File: config.mk
export PLATFORM = sky130hd
export DESIGN_NAME = ring_phase_readout
export DESIGN_NICKNAME = d
export VERILOG_FILES = /design/src/rtl/rpr_pkg.sv /design/src/rtl/rpr_phase_lane.sv /design/src/rtl/rpr_popcount.sv /design/src/rtl/rpr_fill_track.sv /design/src/rtl/ring_phase_readout.sv
export SDC_FILE = /design/constraint.sdc
export NUM_CORES = 1
export LEC_CHECK = 0
export BUFFER_PORTS_ARGS = -buffer_cell sky130_fd_sc_hd__buf_4
export CAP_MARGIN = 0
export CORE_ASPECT_RATIO = 0.75
export CORE_MARGIN = 10
export CORE_UTILIZATION = 50
export CTS_BUF_LIST = sky130_fd_sc_hd__clkbuf_8
export CTS_CLUSTER_SIZE = 25
export DETAILED_ROUTE_END_ITERATION = 10
export GPL_TIMING_DRIVEN = 0
export PLACE_DENSITY_LB_ADDON = 0.08
export SLEW_MARGIN = 20
export SYNTH_ARGS = -nofsm -noshare
export SYNTH_HDL_FRONTEND = slang
export SYNTH_HIERARCHICAL = 1
export SYNTH_SLANG_ARGS = --single-unit
export TNS_END_PERCENT = 10
File: constraint.sdc
create_clock -name clk -period 17.3 [get_ports clk]
set_input_delay 0 -clock clk [delete_from_list [all_inputs] [get_ports clk]]
set_output_delay 0 -clock clk [all_outputs]
set_load 0.03 [all_outputs]
File: src/rtl/rpr_pkg.sv
package rpr_pkg;

    // Width of a count that must represent 0..m inclusive
    function automatic int unsigned cnt_width(input int unsigned m);
        return (m < 1) ? 1 : $clog2(m + 1);
    endfunction

    // Number of tree levels for n leaves (at least one level)
    function automatic int unsigned tree_levels(input int unsigned n);
        return (n < 2) ? 1 : $clog2(n);
    endfunction

    // Pipeline fill progress after reset release
    typedef enum logic [1:0] {
        FILL_EMPTY = 2'd0,
        FILL_ONE   = 2'd1,
        FILL_FULL  = 2'd2
    } fill_e;

endpackage

File: src/rtl/rpr_phase_lane.sv
module rpr_phase_lane #(
    parameter int unsigned M = 64
) (
    input  logic         clk,
    input  logic         rst,
    input  logic [M-1:0] phase_i,
    output logic [M-1:0] flag_o
);

    // one capture register and one history register per phase
    for (genvar i = 0; i < M; i++) begin : g_lane
        logic cur_q;
        logic prev_q;

        always_ff @(posedge clk) begin
            if (rst) begin
                cur_q  <= 1'b0;
                prev_q <= 1'b0;
            end else begin
                cur_q  <= phase_i[i];
                prev_q <= cur_q;
            end
        end

        assign flag_o[i] = cur_q ^ prev_q;
    end

endmodule

File: src/rtl/rpr_popcount.sv
module rpr_popcount #(
    parameter int unsigned N = 64,
    parameter int unsigned W = 7
) (
    input  logic [N-1:0] bits_i,
    output logic [W-1:0] sum_o
);

    localparam int unsigned LV = rpr_pkg::tree_levels(N);
    localparam int unsigned P  = 1 << LV;

    // Heap-ordered binary tree: node k has children 2k+1 and 2k+2
    logic [W-1:0] node [0:2*P-2];

    for (genvar i = 0; i < P; i++) begin : g_leaf
        if (i < N) begin : g_used
            assign node[P-1+i] = W'(bits_i[i]);
        end else begin : g_pad
            assign node[P-1+i] = '0;
        end
    end

    for (genvar k = 0; k < P - 1; k++) begin : g_add
        assign node[k] = node[2*k+1] + node[2*k+2];
    end

    assign sum_o = node[0];

endmodule

File: src/rtl/rpr_fill_track.sv
module rpr_fill_track (
    input  logic clk,
    input  logic rst,
    output logic ready_o
);

    rpr_pkg::fill_e state_q;

    always_ff @(posedge clk) begin
        if (rst) begin
            state_q <= rpr_pkg::FILL_EMPTY;
        end else begin
            unique case (state_q)
                rpr_pkg::FILL_EMPTY: state_q <= rpr_pkg::FILL_ONE;
                rpr_pkg::FILL_ONE:   state_q <= rpr_pkg::FILL_FULL;
                default:             state_q <= rpr_pkg::FILL_FULL;
            endcase
        end
    end

    // Both stages hold real samples once two edges have passed
    assign ready_o = (state_q == rpr_pkg::FILL_FULL);

endmodule

File: src/rtl/ring_phase_readout.sv
module ring_phase_readout #(
    parameter int unsigned M  = 64,
    parameter int unsigned CW = rpr_pkg::cnt_width(M)
) (
    input  logic          clk,
    input  logic          rst,
    input  logic [M-1:0]  phase_i,
    output logic          valid_o,
    output logic [M-1:0]  therm_o,
    output logic [CW-1:0] count_o
);

    logic [M-1:0]  flags;
    logic [CW-1:0] flag_sum;
    logic          ready;

    rpr_phase_lane #(.M(M)) u_lane (
        .clk     (clk),
        .rst     (rst),
        .phase_i (phase_i),
        .flag_o  (flags)
    );

    rpr_popcount #(.N(M), .W(CW)) u_sum (
        .bits_i (flags),
        .sum_o  (flag_sum)
    );

    rpr_fill_track u_fill (
        .clk     (clk),
        .rst     (rst),
        .ready_o (ready)
    );

    // output register aligns flags and their sum
    always_ff @(posedge clk) begin
        if (rst) begin
            valid_o <= 1'b0;
            therm_o <= '0;
            count_o <= '0;
        end else begin
            valid_o <= ready;
            therm_o <= flags;
            count_o <= flag_sum;
        end
    end


    count_matches_flags_chk: assert property (@(posedge clk) disable iff (rst)
        valid_o |-> (32'(count_o) == 32'($countones(therm_o))));


    count_in_range_chk: assert property (@(posedge clk) disable iff (rst)
        32'(count_o) <= M);


    valid_after_release_chk: assert property (@(posedge clk) disable iff (rst)
        $past(rst) |-> !valid_o);


    valid_sticky_chk: assert property (@(posedge clk) disable iff (rst)
        valid_o |=> valid_o);

endmodule

==> results.cfg, run 1 <==
[layout]
final_cell_count_no_fill = 1163
area_growth_pct = 32.06
fillers = 1202
fin_nets = 1093
n_antenna_cell = 0
layout-drive-gt1-share = 0.2225

[routing]
wire_per_inst_um = 13.94
drcViolationCount = 0
drt_iter0_drc = 101
drt_first_pass_iters = 4
ant_nets = 0
via_per_inst = 4.262
routed_wl_um = 16220
vias = 4957

[sta]
clock-skew-final_ns = 0.01124
grt_setup_unrepaired = false
fin_setup_tns_ns = 0
timing.slew.headroom = 0.6980
fmax_ghz = 0.1678
tightestPinTransition_ns = 0.4515
fin_crit_sh = 0.3445
setup_viol = 0
hold_viol_final = 0
maxSlewViolCount = 0
fin_crit_ns = 5.960

[worst_setup_path]
cp-end-kind = register
cp_max_fo = 2
critPathKind = reg2reg
ff2ff_setup_slack_ns = 11.34
start_kind = register
arrival_ns = 6.44
critical_path_required_ns = 17.78

[global_routing]
grt_start_max_net_pins = 15
grt_use_met2 = 0.2535
grt_pass1_vias = 5675
antenna_found_initial = 0
grt_util_all_layers = 0.1513
grt_busiest_layer = met2
overflow = 0
grtUsageMet3 = 0.04208
grt_pass1_wl_um = 27340
use_met1 = 0.1915

[power]
p_seq_frac = 0.216
p_int_w = 0.001460
powerDensity_nw_per_um2 = 225.2
p_leak_nw = 5.265
switching_power_w = 0.0009606
pwr-share-comb = 0.616
p_sw_frac = 0.3969
ir_drop_mv = 0.3675
clkPwrFrac = 0.168

[die]
core_area_um2 = 15970
chipWidth_um = 167.3
design.die.area_um2 = 21830
initial_core_util = 0.5097
row_count = 40
die_y_um = 130.5
ios = 138

[placed_design]
dp_cells = 1044
io_buffer_count = 137
place.gp.congestion = 0.7877
dp_hpwl_um = 12280

[clocking]
tritoncts = yes
cts_resized = 0
clkLatencyLatePin_ns = 0.55
clk_pin_slew_ns = 0.06
root_buffer = clkbuf_8
clockBufferDepth = 3
cts_sinks = 202
h-tree-depth = 1
cts_buffers = 31

[synthesis]
syn-num-nets = 858
synth_cells = 697
ys_seq_area_frac = 0.4969
yosys_register_bits = 202
yosysUniqueCellTypes = 20
netlist_area_um2 = 8138
syn_avg_cell_area_um2 = 11.68
ys_warn_count = 6

[worst_hold_path]
hold_class = in2reg

[run_status]
outcome = finished, final reports clean

[job]
cap_violations = 0
timing repair:
action	in CTS	in global routing
hold buffers	65	0
setup buffers	0	0
hold endpoints to repair	101	0
per-stage QoR:
stage                     worst slack [ns]  area, um^2    util  hold slack (ns)  total power, W
after CTS                            11.31       10750  0.6731           0.1671        0.002457
final                                11.34       10750  0.6731           0.2101        0.002420
after global placement               11.36        9429  0.5906           0.2091        0.001987
after detailed placement             11.34        9429  0.5906           0.2165        0.002008
after global routing                 11.03       10750  0.6731           0.2037        0.002713
after floorplan                      11.73        8138       -          0.07108        0.001713
routing by layer:
metal / wire, um / share of wire
met5: 0 / 0
met4: 229 / 0.014
met3: 957 / 0.059
met2: 7528 / 0.46
met1: 7503 / 0.46
power groups by stage:
stage	clock network [W]	registers [W]	logic, W
after floorplan	0	0.000558	0.00115
after detailed placement	0	0.000532	0.00148
after global placement	0	0.000532	0.00146
final	0.000407	0.000522	0.00149
after CTS	0.000421	0.000523	0.00151
after global routing	0.000440	0.000525	0.00175
cell type report:
class / instances / area (um^2) / share of cell area
Buffer: 23 / 195.2 / 0.01816
Multi-Input combinational cell: 375 / 3535 / 0.3289
Tap cell: 210 / 262.8 / 0.02445
Clock inverter: 11 / 75.07 / 0.006986
Timing Repair Buffer: 202 / 1679 / 0.1562
Inverter: 97 / 364.1 / 0.03388
Clock buffer: 43 / 591.8 / 0.05507
Sequential cell: 202 / 4044 / 0.3763
cell families (layout without fill, tap and decap cells):
family,Yosys count,count (layout),synth area share
buffers and inverters,120,376,0.06873
AO/OA/AOI/OAI,6,6,0.005536
AND/OR/NAND/NOR,207,207,0.1581
adder cells (fa/ha/maj),95,95,0.1986
flip-flops,202,202,0.4969
XOR/XNOR,67,67,0.07211
path summary, 6_finish.rpt:
check / from / end / cells past startpoint
hold reg to reg: u_fill/state_q[1] / u_fill/state_q[0] / 1
hold / removal: rst / u_fill/state_q[0] / 3
setup reg to reg: u_lane/g_lane[23].cur_q / count_o[5] / 22
setup / recovery: u_lane/g_lane[23].cur_q / count_o[5] / 22
cell usage after synthesis:
master    instances  share of area
xor2_1           65          0.070
a211o_1           1         0.0011
and2b_2           1         0.0011
nand2b_1          1        0.00077
nor3_1            1        0.00061
ha_1             38          0.058
buf_6             9          0.012
buf_4            10         0.0092
xnor2_1           2         0.0022
o211ai_1          1        0.00092
o21ai_2           1         0.0011
fa_1             57           0.14
o21ba_2           1         0.0012
inv_1            97          0.045
nor2b_1         200           0.15
a21oi_1           2         0.0012
dfxtp_1         202           0.50
nor2_1            4         0.0018
clkbuf_1          1        0.00046
buf_2             3         0.0018
flip-flops by register name, summed over array words and instances (netlist names):
| signal | flops |
|---|---|
| count_o | 7 |
| therm_o | 64 |
| u_fill/state_q | 2 |
| u_lane/g_lane.cur_q | 64 |
| u_lane/g_lane.prev_q | 64 |
| valid_o | 1 |
worst max-delay path, cell delays in order (launching register included):
cell      delay [ns]
dfxtp_1         0.35
xor2_1          0.23
ha_1            0.19
inv_1           0.06
fa_1            0.54
inv_1           0.06
fa_1            0.50
inv_1           0.06
fa_1            0.49
fa_1            0.51
inv_1           0.05
fa_1            0.48
fa_1            0.56
inv_1           0.06
fa_1            0.47
inv_1           0.08
ha_1            0.18
inv_1           0.06
fa_1            0.39
nand2b_1        0.16
a21oi_1         0.15
xor2_1          0.14
nor2b_1         0.13
layout by cell type, fill, tap and decap left out:
cell / n
dfxtp_1: 202
nor2b_1: 200
buf_4: 147
inv_1: 101
dlygate4sd3_1: 65
xor2_1: 65
fa_1: 57
clkbuf_8: 43
ha_1: 38
buf_6: 9
clkinv_2: 6
nor2_1: 4
buf_2: 3
a21oi_1: 2
xnor2_1: 2
bufinv_16: 1
and2b_2: 1
nor3_1: 1
o21ba_2: 1
clkbuf_1: 1
nand2b_1: 1
a211o_1: 1
o211ai_1: 1
o21ai_2: 1
Note: power is estimated with default switching activity, not from simulation.
==> inputs of run 2 (changes only) <==
Settings changed: ABC_AREA set to 1.
Clock period 17.3 ns to 5.9 ns, I/O delays scaled along.
==> run 2 against run 1 <==
  * Largest power group unchanged
  * Hold slack worse by 0.015 ns
  * Die area grew 8.0%
  * Critical endpoint unchanged
  * Non-clock buffer count up 8
  * Flip-flop and latch count stayed put
  * Global-route usage up 0.094 points
==> results.cfg, run 2 <==
[routing]
via_per_inst = 3.983
drcViolationCount = 0
routed_wl_um = 17760
ant_nets = 0
vias = 6429
drt_iter0_drc = 311
drt_first_pass_iters = 4
wire_per_inst_um = 11.01

[sta]
postLayoutSetupSlackWorst_ns = 0.3201
maxSlewViolCount = 0
clock-skew-final_ns = 0.007551
fin_crit_ns = 5.580
timing.slew.headroom = 0.8568
setup_viol = 0
fmax_ghz = 0.1792
tightestPinTransition_ns = 0.2148
fin_crit_sh = 0.9458
hold_viol_final = 0

[synthesis]
yosys_register_bits = 202
synth_cells = 1110
netlist_area_um2 = 8894
synth_area_leaders = dfxtp_1 45%, inv_1 16%, fa_1 13%, nor2_1 8.7%, nand2_1 8.6%
yosysUniqueCellTypes = 14
synth_top_cell_area_share = 0.4547
syn_avg_cell_area_um2 = 8.012
ys_warn_count = 6
synth_common_cells = 368 x inv_1, 205 x nor2_1, 203 x nand2_1
ys_seq_area_frac = 0.4547
syn-num-nets = 1271
async_flop_share = 0
synthFlopType = dfxtp_1
synth_area_leader_cell = dfxtp_1
synth_enable_flop_cells = 0
synth.most_common_cell = inv_1

[clocking]
tritoncts = yes
root_buffer = clkbuf_8
clkLatencyLatePin_ns = 0.55
h-tree-depth = 1
cts_buffers = 31
clockBufferDepth = 3
clk_pin_slew_ns = 0.06
cts_sinks = 202

[die]
core_area_um2 = 17550
initial_core_util = 0.5067
design.die.area_um2 = 23580
chipWidth_um = 174
row_count = 42
die_y_um = 135.5
ios = 138

[power]
p_seq_frac = 0.223
pwr-share-comb = 0.613
power_w = 0.006761
p_int_w = 0.003806
ir_drop_mv = 1.063
p_sw_frac = 0.4371
p_leak_nw = 6.259
switching_power_w = 0.002955
powerDensity_nw_per_um2 = 581.8
clkPwrFrac = 0.164

[layout]
n_antenna_cell = 0
area_growth_pct = 30.67
layout-drive-gt1-share = 0.1640
layout_common_cells = 378 x inv_1, 205 x nor2_1, 196 x dfxtp_1, 196 x nand2_1, 139 x buf_4
top_regs = therm_o x64, u_lane/g_lane.cur_q x64, u_lane/g_lane.prev_q x64
layout_commonest_cell = inv_1
fin_nets = 1514
final_area_um2 = 11620

[worst_setup_path]
ff2ff_setup_slack_ns = 0.32
arrival_ns = 6.02
critical_path_required_ns = 6.34
start_kind = register
cp-end-kind = register
critPathKind = reg2reg
cp_max_fo = 2

[global_routing]
grt_pass1_vias = 6368
grt_start_max_net_pins = 15
grt_pass1_wl_um = 29790
antenna_found_initial = 0
grt_util_all_layers = 0.1523
overflow = 0

[placed_design]
post-place-ws_ns = 0.1057
place.gp.congestion = 0.7833
io_buffer_count = 137
dp_hpwl_um = 13180
placed_area_um2 = 10220

[worst_hold_path]
hold_class = in2reg

[run_status]
outcome = finished, final reports clean

[job]
cap_violations = 0
[run 2: cell count changes in the layout (fill, tap and decap cells not counted), sizes merged, moves of 7 or more]
cell	before	now
nand3	0	7
nand2	0	203
inv	101	381
dlygate4sd3	65	72
xor2	65	0
nor2	4	206
nor2b	200	0
[run 2: through the flow]
step,std cells,TNS (ns),hold WS [ns],utilization
floorplan,1110,0,0.06687,-
global placement,1489,0,0.2001,0.5825
detailed placement,1489,0,0.2053,0.5825
CTS,1613,0,0.1598,0.6575
global route,1614,-0.01098,0.1882,0.6621
finish,1614,0,0.1953,0.6621
[run 2: critical path, stage by stage, from the launching register on]
cell	delay [ns]
dfxtp_2	0.32
inv_1	0.04
nand2_1	0.06
nand2_2	0.08
ha_4	0.24
fa_1	0.60
inv_1	0.07
fa_1	0.48
fa_2	0.56
inv_1	0.05
fa_1	0.48
inv_1	0.05
fa_1	0.48
inv_1	0.05
fa_1	0.37
inv_1	0.08
fa_1	0.41
inv_1	0.07
ha_2	0.17
inv_1	0.05
fa_2	0.38
inv_2	0.07
nand3_1	0.06
nand3_1	0.10
nand2_1	0.05
inv_1	0.04
nor2_1	0.03
[run 2: power by group through the flow]
stage	logic, W	registers (W)	clock network, W
after floorplan	0.00311	0.00161	0
after global placement	0.00389	0.00154	0
after detailed placement	0.00399	0.00154	0
after CTS	0.00406	0.00151	0.00115
after global routing	0.00496	0.00152	0.00121
final	0.00414	0.00151	0.00111
[run 2: per-layer routing]
layer  vias up  GRT usage  part of all wire
li1       3511          -                 -
met1      2769     0.2016              0.48
met2       121     0.2434              0.44
met3        28    0.03983             0.053
met4         0    0.04027             0.023
met5         -          0                 0
[run 2: logic make-up after synthesis]
| kind of cell | Yosys count | synth area share |
|---|---|---|
| simple gates | 416 | 0.1768 |
| buf+inv | 393 | 0.1840 |
| flops | 202 | 0.4547 |
| fa+ha+maj | 95 | 0.1818 |
| compound gates | 3 | 0.001688 |
| xor+xnor | 1 | 0.0009850 |
[run 2: area by class of cell]
cell class                 count  area (um^2)
clock inverter                15        86.33
tap                          242        302.8
fill                        1527         5931
sequential                   202         4051
inverter                     370         1389
clock buffer                  37        509.2
buffer                        23        247.7
multi-input combinational    515         3278
timing repair buffer         210         1757
[run 2: worst paths after layout]
path	startpoint	cells after the start	to
hold reg to reg	u_lane/g_lane[54].cur_q	2	u_lane/g_lane[54].prev_q
setup reg to reg	u_lane/g_lane[11].cur_q	26	count_o[5]
setup / recovery	u_lane/g_lane[11].cur_q	26	count_o[5]
hold / removal	phase_i[35]	4	u_lane/g_lane[35].cur_q
[run 2: timing repair]
action | in CTS | in global routing
buffers inserted | 0 | 1
hold buffers | 72 | 0
resized for setup | 0 | 21
endpoints found under the hold margin | 117 | 0
setup endpoints to repair | 0 | 3
==> inputs of run 3 (changes only) <==
Settings changed: CORE_UTILIZATION 50 to 51.
==> run 3 against run 2 <==
  * Largest cell class unchanged
  * Cell count fell by 0.74%
  * Largest power group unchanged
  * Sequential power barely moved
  * Non-clock buffer count down 7
==> results.cfg, run 3 (synthesis gave the netlist of run 2 again) <==
[run_status]
outcome = finished, final reports clean

[power]
pwr-share-comb = 0.615
p_leak_nw = 6.228
p_seq_frac = 0.215
power_w = 0.007039
ir_drop_mv = 1.065
p_int_w = 0.003977
clkPwrFrac = 0.171
powerDensity_nw_per_um2 = 605.8
p_sw_frac = 0.4351
switching_power_w = 0.003062

[worst_setup_path]
cp_slowest_cell = fa_1
critical_path_required_ns = 6.38
ff2ff_setup_slack_ns = 0.34
cpPeakStageDelay_ns = 0.60
crit_chain = inv_1 > nand2_1 > nand2_2 > ha_4 > fa_1 > inv_1 > fa_1 > fa_1 > inv_1 > fa_2 > fa_1 > fa_1 > inv_1 > fa_1 > inv_2 > ha_4 > inv_1 > fa_2 > buf_4 > xnor2_1 > inv_1 > nor2_1
start_kind = register
cp-end-kind = register
reg2reg_depth = 22
critPathLaunch = u_lane/g_lane[10].prev_q
critPathKind = reg2reg
r2r_start = u_lane/g_lane[10].prev_q
r2r_end = count_o[3]
crit_end = count_o[3]
arrival_ns = 6.03
cp_max_fo = 3

[global_routing]
antenna_found_initial = 0
grt_start_max_net_pins = 15
grt_util_all_layers = 0.1567
grt_pass1_vias = 6397
grt_pass1_wl_um = 29730
overflow = 0

[die]
ios = 138
core_area_um2 = 16980
chipWidth_um = 172.5
die_y_um = 134.4
initial_core_util = 0.5238
design.die.area_um2 = 23170
row_count = 41

[worst_hold_path]
hold_class = in2reg
hold_depth = 4

[placed_design]
placed_area_um2 = 10220
dp_hpwl_um = 13420
place.gp.congestion = 0.7910
post-place-ws_ns = 0.09307
io_buffer_count = 137

[sta]
postLayoutSetupSlackWorst_ns = 0.3409
tightestPinTransition_ns = 0.2322
setup_viol = 0
hold_viol_final = 0
clock-skew-final_ns = 0.01996
maxSlewViolCount = 0
fin_crit_ns = 5.559
fmax_ghz = 0.1799
timing.slew.headroom = 0.8452
fin_crit_sh = 0.9422

[job]
cap_violations = 0

[layout]
layout_common_cells = 370 x inv_1, 205 x nor2_1, 195 x nand2_1, 191 x dfxtp_1, 139 x buf_4
layout_commonest_cell = inv_1
layout-drive-gt1-share = 0.1772
n_antenna_cell = 0
fillers = 1407
area_growth_pct = 30.66
final_area_um2 = 11620
fin_nets = 1507
top_regs = therm_o x64, u_lane/g_lane.cur_q x64, u_lane/g_lane.prev_q x64

[routing]
ant_nets = 0
wire_per_inst_um = 11.24
via_per_inst = 3.991
drt_first_pass_iters = 5
routed_wl_um = 18010
vias = 6394
drcViolationCount = 0
drt_iter0_drc = 397

[clocking]
root_buffer = clkbuf_8
cts_sinks = 202
tritoncts = yes
clockBufferDepth = 3
cts_buffers = 31
clk_pin_slew_ns = 0.07
h-tree-depth = 1
clkLatencyLatePin_ns = 0.56
-- run 3: changes by cell type in the layout (fill, tap and decap cells not counted), sizes merged --
cell         previous run  this run
clkbuf                 38        37
bufinv                  1         3
clkinvlp                0         1
clkinv                  3         5
dlygate4sd3            72        65
inv                   381       378
-- run 3: layer usage --
metal | track usage | routed length (um) | vias to the layer above
li1 | - | - | 3491
met1 | 0.2097 | 8802 | 2742
met2 | 0.2488 | 7765 | 132
met3 | 0.03841 | 1107 | 29
met4 | 0.03774 | 337 | 0
met5 | 0 | 0 | -
-- run 3: cell type report --
class / count / area (um^2) / share of cell area
Multi-Input combinational cell: 515 / 3296 / 0.2836
Timing Repair Buffer: 203 / 1687 / 0.1451
Sequential cell: 202 / 4058 / 0.3492
Tap cell: 236 / 295.3 / 0.02541
Inverter: 370 / 1389 / 0.1195
Clock inverter: 17 / 152.6 / 0.01314
Buffer: 23 / 247.7 / 0.02132
Clock buffer: 36 / 495.5 / 0.04264
-- run 3: worst max-delay path, delay by kind of cell (launching register included) --
kind	cells	cell delay [ns]
xor gates and xnor gates	1	0.12
DFF	1	0.33
and+or+nand+nor	3	0.25
buffers and inverters	8	0.57
adders and majority gates	10	4.20
-- run 3: worst min-delay path by stage --
stage,end,start,slack (ns)
detailed placement,u_lane/g_lane[61].cur_q,phase_i[61],0.21
global placement,u_lane/g_lane[46].cur_q,phase_i[46],0.20
global route,u_lane/g_lane[46].cur_q,phase_i[46],0.17
floorplan,u_fill/state_q[0],rst,0.07
CTS,u_lane/g_lane[39].cur_q,phase_i[39],0.15
finish,u_lane/g_lane[49].cur_q,phase_i[49],0.18
-- run 3: metrics by stage --
step                      setup TNS (ns)  hold slack, ns  std cells    util
final                                  0          0.1805       1602  0.6843
after global placement                 0          0.1986       1483  0.6017
after CTS                              0          0.1480       1601  0.6782
after detailed placement               0          0.2055       1483  0.6017
after floorplan                        0         0.06687       1110       -
after global routing            -0.01022          0.1718       1602  0.6843
-- run 3: timing repair --
item                       4_1_cts  5_1_grt
gates resized for setup          0       35
hold endpoints to repair       126        0
setup endpoints to repair        0        3
setup buffers                    0        1
hold buffers                    65        0
-- run 3: power by group through the flow --
stage | Sequential [W] | Combinational (W) | Clock, W
global placement | 0.00154 | 0.00387 | 0
CTS | 0.00151 | 0.00414 | 0.00123
detailed placement | 0.00154 | 0.00408 | 0
global route | 0.00152 | 0.00520 | 0.00130
floorplan | 0.00161 | 0.00311 | 0
finish | 0.00151 | 0.00433 | 0.00120
